File: src/rtl/lcd_pkg.sv
package lcd_pkg;

    localparam int SYS_PER_SHIFT = 8;
    localparam int BUF_WORDS     = 32;
    localparam int WORD_W        = 16;
    localparam int NIB_W         = 4;
    localparam int LINE_SHIFTS   = 80;
    localparam int FRAME_LINES   = 240;

    // Scan marks emitted once per shift period.
    typedef struct packed {
        logic line;
        logic frame;
    } scan_mark_t;

    // Right-shift amount that brings nibble 'nib' (0 = most significant) to the bottom.
    function automatic int unsigned nib_shift(input int unsigned nib,
                                              input int unsigned nibs_per_word,
                                              input int unsigned nib_w);
        return (nibs_per_word - 1 - nib) * nib_w;
    endfunction

endpackage

File: src/rtl/lcd_clk_div.sv
module lcd_clk_div #(
    parameter int DIV = lcd_pkg::SYS_PER_SHIFT
) (
    input  logic clk,
    input  logic rst,
    output logic shift_clk,
    output logic step
);
    localparam int HALF = DIV / 2;
    localparam int CW   = (DIV > 1) ? $clog2(DIV) : 1;

    logic [CW-1:0] phase;
    logic [CW-1:0] phase_nx;

    always_comb begin
        phase_nx = (phase == CW'(DIV - 1)) ? '0 : phase + 1'b1;
        step     = (phase == CW'(HALF - 1));
    end

    always_ff @(posedge clk) begin
        if (rst) begin
            phase     <= '0;
            shift_clk <= 1'b0;
        end else begin
            phase     <= phase_nx;
            shift_clk <= (phase_nx >= CW'(HALF));
        end
    end

    AST_SCLK_RISE_ON_STEP: assert property (@(posedge clk) disable iff (rst)
        step |=> $rose(shift_clk));
    AST_SCLK_RISE_ONLY_STEP: assert property (@(posedge clk) disable iff (rst)
        !step |=> !$rose(shift_clk));

endmodule

File: src/rtl/lcd_scan_ctr.sv
module lcd_scan_ctr #(
    parameter int LINE_LEN  = lcd_pkg::LINE_SHIFTS,
    parameter int FRAME_LEN = lcd_pkg::FRAME_LINES
) (
    input  logic clk,
    input  logic rst,
    input  logic step,
    output logic line_pulse,
    output logic frame_pulse
);
    import lcd_pkg::*;

    localparam int COL_W = $clog2(LINE_LEN);
    localparam int ROW_W = $clog2(FRAME_LEN);

    logic [COL_W-1:0] col_nx;
    logic [ROW_W-1:0] row_nx;
    scan_mark_t       mark_q;

    always_ff @(posedge clk) begin
        if (rst) begin
            col_nx <= '0;
            row_nx <= '0;
            mark_q <= '0;
        end else if (step) begin
            mark_q.line  <= (col_nx == '0);
            mark_q.frame <= (col_nx == '0) && (row_nx == '0);
            if (col_nx == COL_W'(LINE_LEN - 1)) begin
                col_nx <= '0;
                row_nx <= (row_nx == ROW_W'(FRAME_LEN - 1)) ? '0 : row_nx + 1'b1;
            end else begin
                col_nx <= col_nx + 1'b1;
            end
        end
    end

    assign line_pulse  = mark_q.line;
    assign frame_pulse = mark_q.frame;

    AST_MARKS_ON_STEP: assert property (@(posedge clk) disable iff (rst)
        !step |=> $stable(mark_q));
    AST_FRAME_WITH_LINE: assert property (@(posedge clk) disable iff (rst)
        frame_pulse |-> line_pulse);

endmodule

File: src/rtl/lcd_pingpong.sv
module lcd_pingpong #(
    parameter int WORDS  = lcd_pkg::BUF_WORDS,
    parameter int WORD_W = lcd_pkg::WORD_W,
    parameter int NIB_W  = lcd_pkg::NIB_W
) (
    input  logic                     clk,
    input  logic                     rst,
    input  logic                     step,
    input  logic                     wr_en,
    input  logic [$clog2(WORDS)-1:0] wr_addr,
    input  logic [WORD_W-1:0]        wr_data,
    input  logic                     fill_done,
    output logic                     wr_bank,
    output logic                     refill_req,
    output logic                     underrun,
    output logic [NIB_W-1:0]         pix_data
);
    import lcd_pkg::*;

    localparam int NPW       = WORD_W / NIB_W;
    localparam int NIB_IDX_W = (NPW > 1) ? $clog2(NPW) : 1;
    localparam int POS_W     = $clog2(WORDS * NPW);
    localparam int AW        = $clog2(WORDS);

    logic              active;
    logic [POS_W-1:0]  pos;
    logic [1:0]        full;
    logic              starved;
    logic [AW-1:0]     word_idx;
    logic [NIB_IDX_W-1:0] nib_idx;
    logic              last_pos;
    logic              incoming_full;
    logic [WORD_W-1:0] rd_word [2];
    logic [WORD_W-1:0] shifted;

    assign word_idx = pos[POS_W-1 -: AW];
    assign nib_idx  = pos[NIB_IDX_W-1:0];
    assign last_pos = (pos == POS_W'(WORDS * NPW - 1));
    assign wr_bank  = ~active;

    for (genvar b = 0; b < 2; b++) begin : g_bank
        logic [WORD_W-1:0] store [WORDS];
        always_ff @(posedge clk) begin
            if (wr_en && (wr_bank == 1'(b)))
                store[wr_addr] <= wr_data;
        end
        assign rd_word[b] = store[word_idx];
    end

    always_comb begin
        incoming_full = full[~active] | fill_done;
        shifted = rd_word[active] >> nib_shift(32'(nib_idx), NPW, NIB_W);
    end

    always_ff @(posedge clk) begin
        if (rst) begin
            active     <= 1'b0;
            pos        <= '0;
            full       <= '0;
            starved    <= 1'b1;
            underrun   <= 1'b0;
            pix_data   <= '0;
            refill_req <= 1'b0;
        end else begin
            refill_req <= 1'b0;
            if (fill_done)
                full[~active] <= 1'b1;
            if (step) begin
                if (!starved)
                    pix_data <= shifted[NIB_W-1:0];
                pos <= pos + 1'b1;
                if (last_pos) begin
                    active       <= ~active;
                    refill_req   <= 1'b1;
                    full[active] <= 1'b0;
                    starved      <= ~incoming_full;
                    if (!incoming_full)
                        underrun <= 1'b1;
                end
            end
        end
    end

    AST_PIX_ON_STEP: assert property (@(posedge clk) disable iff (rst)
        !step |=> $stable(pix_data));
    AST_REFILL_ONE_CYCLE: assert property (@(posedge clk) disable iff (rst)
        refill_req |=> !refill_req);
    AST_BANK_FLIPS_ON_REFILL: assert property (@(posedge clk) disable iff (rst)
        refill_req |-> (wr_bank != $past(wr_bank)));
    AST_UNDERRUN_STICKY: assert property (@(posedge clk) disable iff (rst)
        underrun |=> underrun);
    AST_STARVED_HOLD: assert property (@(posedge clk) disable iff (rst)
        (step && starved) |=> $stable(pix_data));

endmodule

File: src/rtl/lcd_refresh_engine.sv
module lcd_refresh_engine #(
    parameter int DIV       = lcd_pkg::SYS_PER_SHIFT,
    parameter int WORDS     = lcd_pkg::BUF_WORDS,
    parameter int WORD_W    = lcd_pkg::WORD_W,
    parameter int NIB_W     = lcd_pkg::NIB_W,
    parameter int LINE_LEN  = lcd_pkg::LINE_SHIFTS,
    parameter int FRAME_LEN = lcd_pkg::FRAME_LINES
) (
    input  logic                     clk,
    input  logic                     rst,
    input  logic                     wr_en,
    input  logic [$clog2(WORDS)-1:0] wr_addr,
    input  logic [WORD_W-1:0]        wr_data,
    input  logic                     fill_done,
    output logic                     wr_bank,
    output logic                     refill_req,
    output logic                     underrun,
    output logic                     shift_clk,
    output logic                     line_pulse,
    output logic                     frame_pulse,
    output logic [NIB_W-1:0]         pix_data
);
    logic step;

    lcd_clk_div #(.DIV(DIV)) u_div (
        .clk       (clk),
        .rst       (rst),
        .shift_clk (shift_clk),
        .step      (step)
    );

    lcd_scan_ctr #(.LINE_LEN(LINE_LEN), .FRAME_LEN(FRAME_LEN)) u_scan (
        .clk         (clk),
        .rst         (rst),
        .step        (step),
        .line_pulse  (line_pulse),
        .frame_pulse (frame_pulse)
    );

    lcd_pingpong #(.WORDS(WORDS), .WORD_W(WORD_W), .NIB_W(NIB_W)) u_buf (
        .clk        (clk),
        .rst        (rst),
        .step       (step),
        .wr_en      (wr_en),
        .wr_addr    (wr_addr),
        .wr_data    (wr_data),
        .fill_done  (fill_done),
        .wr_bank    (wr_bank),
        .refill_req (refill_req),
        .underrun   (underrun),
        .pix_data   (pix_data)
    );

    AST_REFILL_AT_SCLK_RISE: assert property (@(posedge clk) disable iff (rst)
        refill_req |-> $rose(shift_clk));

endmodule

File: config.mk
export PLATFORM = sky130hd
export DESIGN_NAME = lcd_refresh_engine
export DESIGN_NICKNAME = d
export VERILOG_FILES = /design/src/rtl/lcd_pkg.sv /design/src/rtl/lcd_clk_div.sv /design/src/rtl/lcd_scan_ctr.sv /design/src/rtl/lcd_pingpong.sv /design/src/rtl/lcd_refresh_engine.sv
export SDC_FILE = /design/constraint.sdc
export NUM_CORES = 1
export LEC_CHECK = 0
export BUFFER_PORTS_ARGS = -buffer_cell sky130_fd_sc_hd__buf_2
export CORE_MARGIN = 2
export CORE_UTILIZATION = 68
export DETAILED_ROUTE_END_ITERATION = 6
export HOLD_SLACK_MARGIN = 0.03
export MAX_ROUTING_LAYER = met4
export PLACE_DENSITY_LB_ADDON = 0.1
export SKIP_LAST_GASP = 1
export SLEW_MARGIN = 10
export SYNTH_ARGS = -nofsm -noshare
export SYNTH_HDL_FRONTEND = slang
export SYNTH_SLANG_ARGS = --single-unit
File: constraint.sdc
create_clock -name clk -period 4.35 [get_ports clk]
set_clock_uncertainty 0.05 [all_clocks]
set_input_delay 0.435 -clock clk [delete_from_list [all_inputs] [get_ports clk]]
set_output_delay 0.435 -clock clk [all_outputs]
set_load 0.02 [all_outputs]
# Word-level counts from Yosys, hierarchy flattened
# Memory sizes are Yosys's and may differ from the RTL's. A register that Yosys moved wholly into a read port is not among the register bits.
# Index checks and enable logic that the tools add are counted.
# totals
wordCells,78
ram_bits,1024
out_inout_bits,10
ff_bits,38
mem_count,2
# memory_table
memory,words,word_bits,read_ports,rd_ports_with_merged_regs,wr,line_no,text
u_buf.g_bank[0].store,32,16,1,1,1,lcd_pingpong.sv:42,logic [WORD_W-1:0] store [WORDS];
u_buf.g_bank[1].store,32,16,1,1,1,lcd_pingpong.sv:42,
# op_classes
reduce_logical,12
n_eq_ne,5
mux,25
magnitude_cmp,6
n_bitwise,9
n_shift,1
add_sub_neg,5
# ops
operator,n
$mux W16,3
$shr A16 B32 Y4,1
$mux W5,4
$add A7 B1 Y7 const B,2
$eq A7 B7 Y1 const B,2
$mux W1,9
$add A8 B1 Y8 const B,1
$eq A8 B8 Y1 const B,1
$logic_not A8 Y1,1
$mux W2,4
$mux W8,1
$logic_not A7 Y1,1
$mux W7,1
$reduce_and A2 Y1,3
$logic_and A1 B1 Y1,5
$lt A1 B2 Y1 const B,2
$not A1 Y1,4
$add A3 B1 Y3 const B,1
$eq A3 B2 Y1 const B,1
$eq A3 B3 Y1 const B,1
$ge A3 B3 Y1 const B,1
$mux W3,1
$reduce_and A3 Y1,1
$sub A2 B2 Y3 const A,1
9 further kinds,11

# Logic depth before layout (Yosys ltp)
# logic_depth
depth_word,11
depth_mapped,11
mapped_depth_nobuf,8

# Cells and area by module
# From an unflattened synthesis, not the netlist that was laid out.
# unflattened
hier_cells,2040
area_unflattened_um2,41529.8
# modules_own_cells
mod,cells_per_inst,area_per_inst_um2,instances
lcd_pingpong,1934,40538.9,1
lcd_scan_ctr,96,863.3,1
lcd_clk_div,10,127.6,1

# Worst setup path after synthesis
# No wires, ideal clock.
# synth_path
path_kind,flip-flop to flip-flop
from,register with a tool-made name
to,register u_buf.pix_data[1]
n_path_buf,4
arrival_time_ps,2321
t_required_ps,4172
setup_ps,128
path_stages_with_launch,10
setup_slack_ps,1852
cell_sequence,dfxtp_1 -> buf_6 -> buf_8 -> buf_6 -> buf_2 -> mux4_2 -> a221oi_1 -> o22ai_1 -> o211ai_1 -> o211ai_2
# synth_lines
element,line_no,text
end signal: assignment,lcd_pingpong.sv:70,pix_data <= shifted[NIB_W-1:0];
end: declaration,lcd_pingpong.sv:16,output logic [NIB_W-1:0] pix_data

==> reports/qor.yml <==
status:
  outcome: "finished, final reports clean"
route:
  drt_first_pass_iters: 7
  vias: 21300
  drt-initial-drc-count: 3300
  wl_per_cell_um: 33.5
  viasPerCell: 6.98
  wirelength_um: 102000
  drc_errors: 0
  final_antenna_net_count: 0
clocking:
  cts.repair.resized: 0
  cts_buffers: 100
  post_cts_buffers: 0
  clk_pin_slew_ps: 70
  clock_sinks: 1066
  tritoncts: "built"
  htreeDepth: 3
  clk_latency_ps: 650
  clock-root-buffer: "clkbuf_16"
  clockBufferDepth: 3
  cts_hold_buf: 0
power:
  swShare_pct: 19.5
  p_comb_share_pct: 1.5
  ir_worst_vdd_mv: 0.534
  intPower_w: 0.0162
  power.leakage_nw: 14.3
  clockPowerShare_pct: 42.3
  p_switching_w: 0.00392
  power_density_mw_per_mm2: 437
  seqPwrFrac_pct: 56.2
place:
  place_congestion: 1.01
  pre_cts_slack_ps: 919
  numPortBuffers: 34
  dp_hpwl_um: 59500
timing:
  fmax_ghz: 0.285
  fin_crit_sh_pct: 80.7
  worst_slack_ps: 840
  finalCriticalPeriod_ps: 3510
  setup_tns_ps: 0
  worst_slew_pin_slew_ps: 1150
  finalSetupViolations: 0
  slew_violations: 0
  rsz0062_at_grt: "no"
  slew_headroom_pct: 23.4
  hold_viol_final: 0
min_path:
  min_from: "fill_done"
  min_path_cells: 5
  hp-class: "input port to flip-flop"
  min_delay_worst_endpoint: "u_buf.full[1]$_SDFF_PP0_"
critical_path:
  r2r_slack_ps: 840
  critPathArrivalTime_ps: 4000
  crit_type: "flip-flop to flip-flop"
  critPathLaunchType: "flip-flop"
  reg2reg_depth: 7
  cp_max_fo: 59
  required_ps: 4840
  cp-end-kind: "flip-flop"
  reg2reg_to: "u_buf.pix_data[0]$_SDFFE_PP0P_"
logic_synthesis:
  synth_xor_area_share_pct: 0.382
  ys_types: 61
  yosys_warnings: 0
  syn_nets: 2069
  ys_ff_latch: 1066
  synth-simple-area-share_pct: 3.21
  yosysSeqAreaShare_pct: 76.5
  synth_area_sq_mm: 0.0413
  synth_edf_count: 1024
  synth_top_family_by_area: "multiplexers"
  syn-instance-count: 2036
  synth_mux_area_share_pct: 14.4
  synth_adder_area_share_pct: 0.242
  avgSynthCellArea_sq_um: 20.3
  ys.flop_type: "edfxtp_1"
  synth_compound_area_share_pct: 3.60
  async_flop_share_pct: 0
die:
  dieHeight_um: 250
  num_io_pins: 35
  core-area_sq_mm: 0.0601
  num_rows: 90
  dieWidth_um: 250
  start_util_pct: 68.6
  die_area_sq_mm: 0.0627
layout:
  utilization_pct: 76.5
  fill_cells: 3232
  layout-drive-gt1-share_pct: 24.0
  nNetsFinal: 2215
  layout-area-overhead-vs-synth_pct: 11.5
global_route:
  grt_pass1_wl_um: 147000
  grt_pass1_vias: 21000
  grt_usage_pct: 34.3
  grt_max_degree: 73
  grt_overflow: 0
  antenna_found_initial: 5
flow_run:
  maxCapViolCount: 0
registers in the layout, summed over array words and instances (netlist names), named ones only:
signal / flops
u_scan.line_pulse: 1
u_buf.pos: 7
u_buf.pix_data: 4
u_buf.g_bank.store: 1024
u_buf.refill_req: 1
u_buf.underrun: 1
u_div.phase: 3
u_buf.starved: 1
u_scan.frame_pulse: 1
u_buf.active: 1
u_scan.col_nx: 7
u_buf.full: 2
u_scan.row_nx: 8
worst max path at each step:
stage                     slack [ps]  cells past startpoint                        endpoint
after floorplan                 1850                      9  u_buf.pix_data[1]$_SDFFE_PP0P_
after global placement           890                      9  u_buf.pix_data[2]$_SDFFE_PP0P_
after detailed placement         920                      9  u_buf.pix_data[2]$_SDFFE_PP0P_
after CTS                        890                      9  u_buf.pix_data[2]$_SDFFE_PP0P_
after global routing             760                      9  u_buf.pix_data[2]$_SDFFE_PP0P_
final                            840                      7  u_buf.pix_data[0]$_SDFFE_PP0P_
Yosys cell counts, types with 11 or more instances:
library cell,n,area share (%)
nor3_1,15,0.18
a22oi_1,31,0.56
o21ai_0,15,0.18
mux2i_1,102,2.5
o221ai_1,33,0.70
dfxtp_1,42,2.0
nand2_1,66,0.60
buf_6,11,0.30
and3_1,11,0.17
clkbuf_1,47,0.43
mux2_2,47,1.3
mux4_2,190,10
buf_4,19,0.35
a21oi_1,31,0.38
nor2b_1,11,0.17
nor2_1,110,1.0
buf_2,23,0.28
edfxtp_1,1024,74
nand3_1,21,0.25
o22ai_1,16,0.24
cell usage in the layout (no fill, tap or decap), types with 8 or more instances in the layout:
cell,instances
edfxtp_1,1024
mux4_2,190
buf_4,114
nor2_1,107
clkbuf_16,103
mux2i_1,102
nand2_1,66
mux2_2,47
dfxtp_1,38
o221ai_1,33
buf_2,32
a22oi_1,31
a21oi_1,31
clkinv_1,27
nand3_1,21
clkbuf_1,21
o22ai_1,16
o21ai_0,15
nor3_1,15
clkinv_2,13
and3_1,11
xor2_1,10
o2111ai_1,10
a222oi_1,10
inv_1,9
nand4_1,9
nor2b_1,9
bufinv_16,9
xnor2_1,8
o211ai_1,8
a211oi_1,8
ha_1,8
buf_12,8
power by group through the flow:
stage               combinational [W]  clock [W]  sequential, W
CTS                          0.000304    0.00856         0.0113
global route                 0.000326    0.00894         0.0113
floorplan                   0.0000671          0         0.0115
finish                       0.000309    0.00850         0.0113
global placement             0.000288          0         0.0115
detailed placement           0.000302          0         0.0115
worst max-delay path, cell delays in order (launching register included):
cell,delay [ps]
dfxtp_4,780
buf_12,410
mux4_2,360
a22o_1,240
a221oi_1,890
o22ai_1,180
o211ai_1,270
o211ai_2,110
layer usage:
| metal | track usage (%) | wire (um) |
|---|---|---|
| met1 | 47.1 | 38000 |
| met2 | 53.9 | 50800 |
| met3 | 6.24 | 10100 |
| met4 | 10.4 | 3290 |
| met5 | - | 0 |
cell families (layout without fill, tap and decap cells):
group / count (synthesis) / count (layout)
adder cells (fa/ha/maj): 8 / 8
multiplexers: 344 / 344
buffers and inverters: 120 / 345
other: 0 / 4
AND/OR/NAND/NOR: 283 / 283
flip-flops: 1066 / 1066
XOR/XNOR: 18 / 18
AO/OA/AOI/OAI: 197 / 197
area by class of cell:
class / instances / area, sq um / share of cell area [%]
sequential: 1066 / 31600 / 68.7
multi-input combinational: 850 / 9050 / 19.7
clock buffer: 124 / 2660 / 5.77
timing repair buffer: 154 / 1180 / 2.56
tap: 782 / 978 / 2.13
clock inverter: 57 / 519 / 1.13
inverter: 10 / 37.5 / 0.0815
antenna: 4 / 10.0 / 0.0217
metrics by stage:
| step | hold WS [ps] | instance area (sq um) | instances | power, W |
|---|---|---|---|---|
| detailed placement | 369 | 42800 | 2862 | 0.0118 |
| global route | 117 | 46000 | 3047 | 0.0206 |
| global placement | 362 | 42800 | 2862 | 0.0118 |
| floorplan | 354 | 41300 | 2036 | 0.0116 |
| CTS | 101 | 46000 | 3043 | 0.0202 |
| finish | 119 | 46000 | 3047 | 0.0201 |
Note: power is estimated with default switching activity, not from simulation.
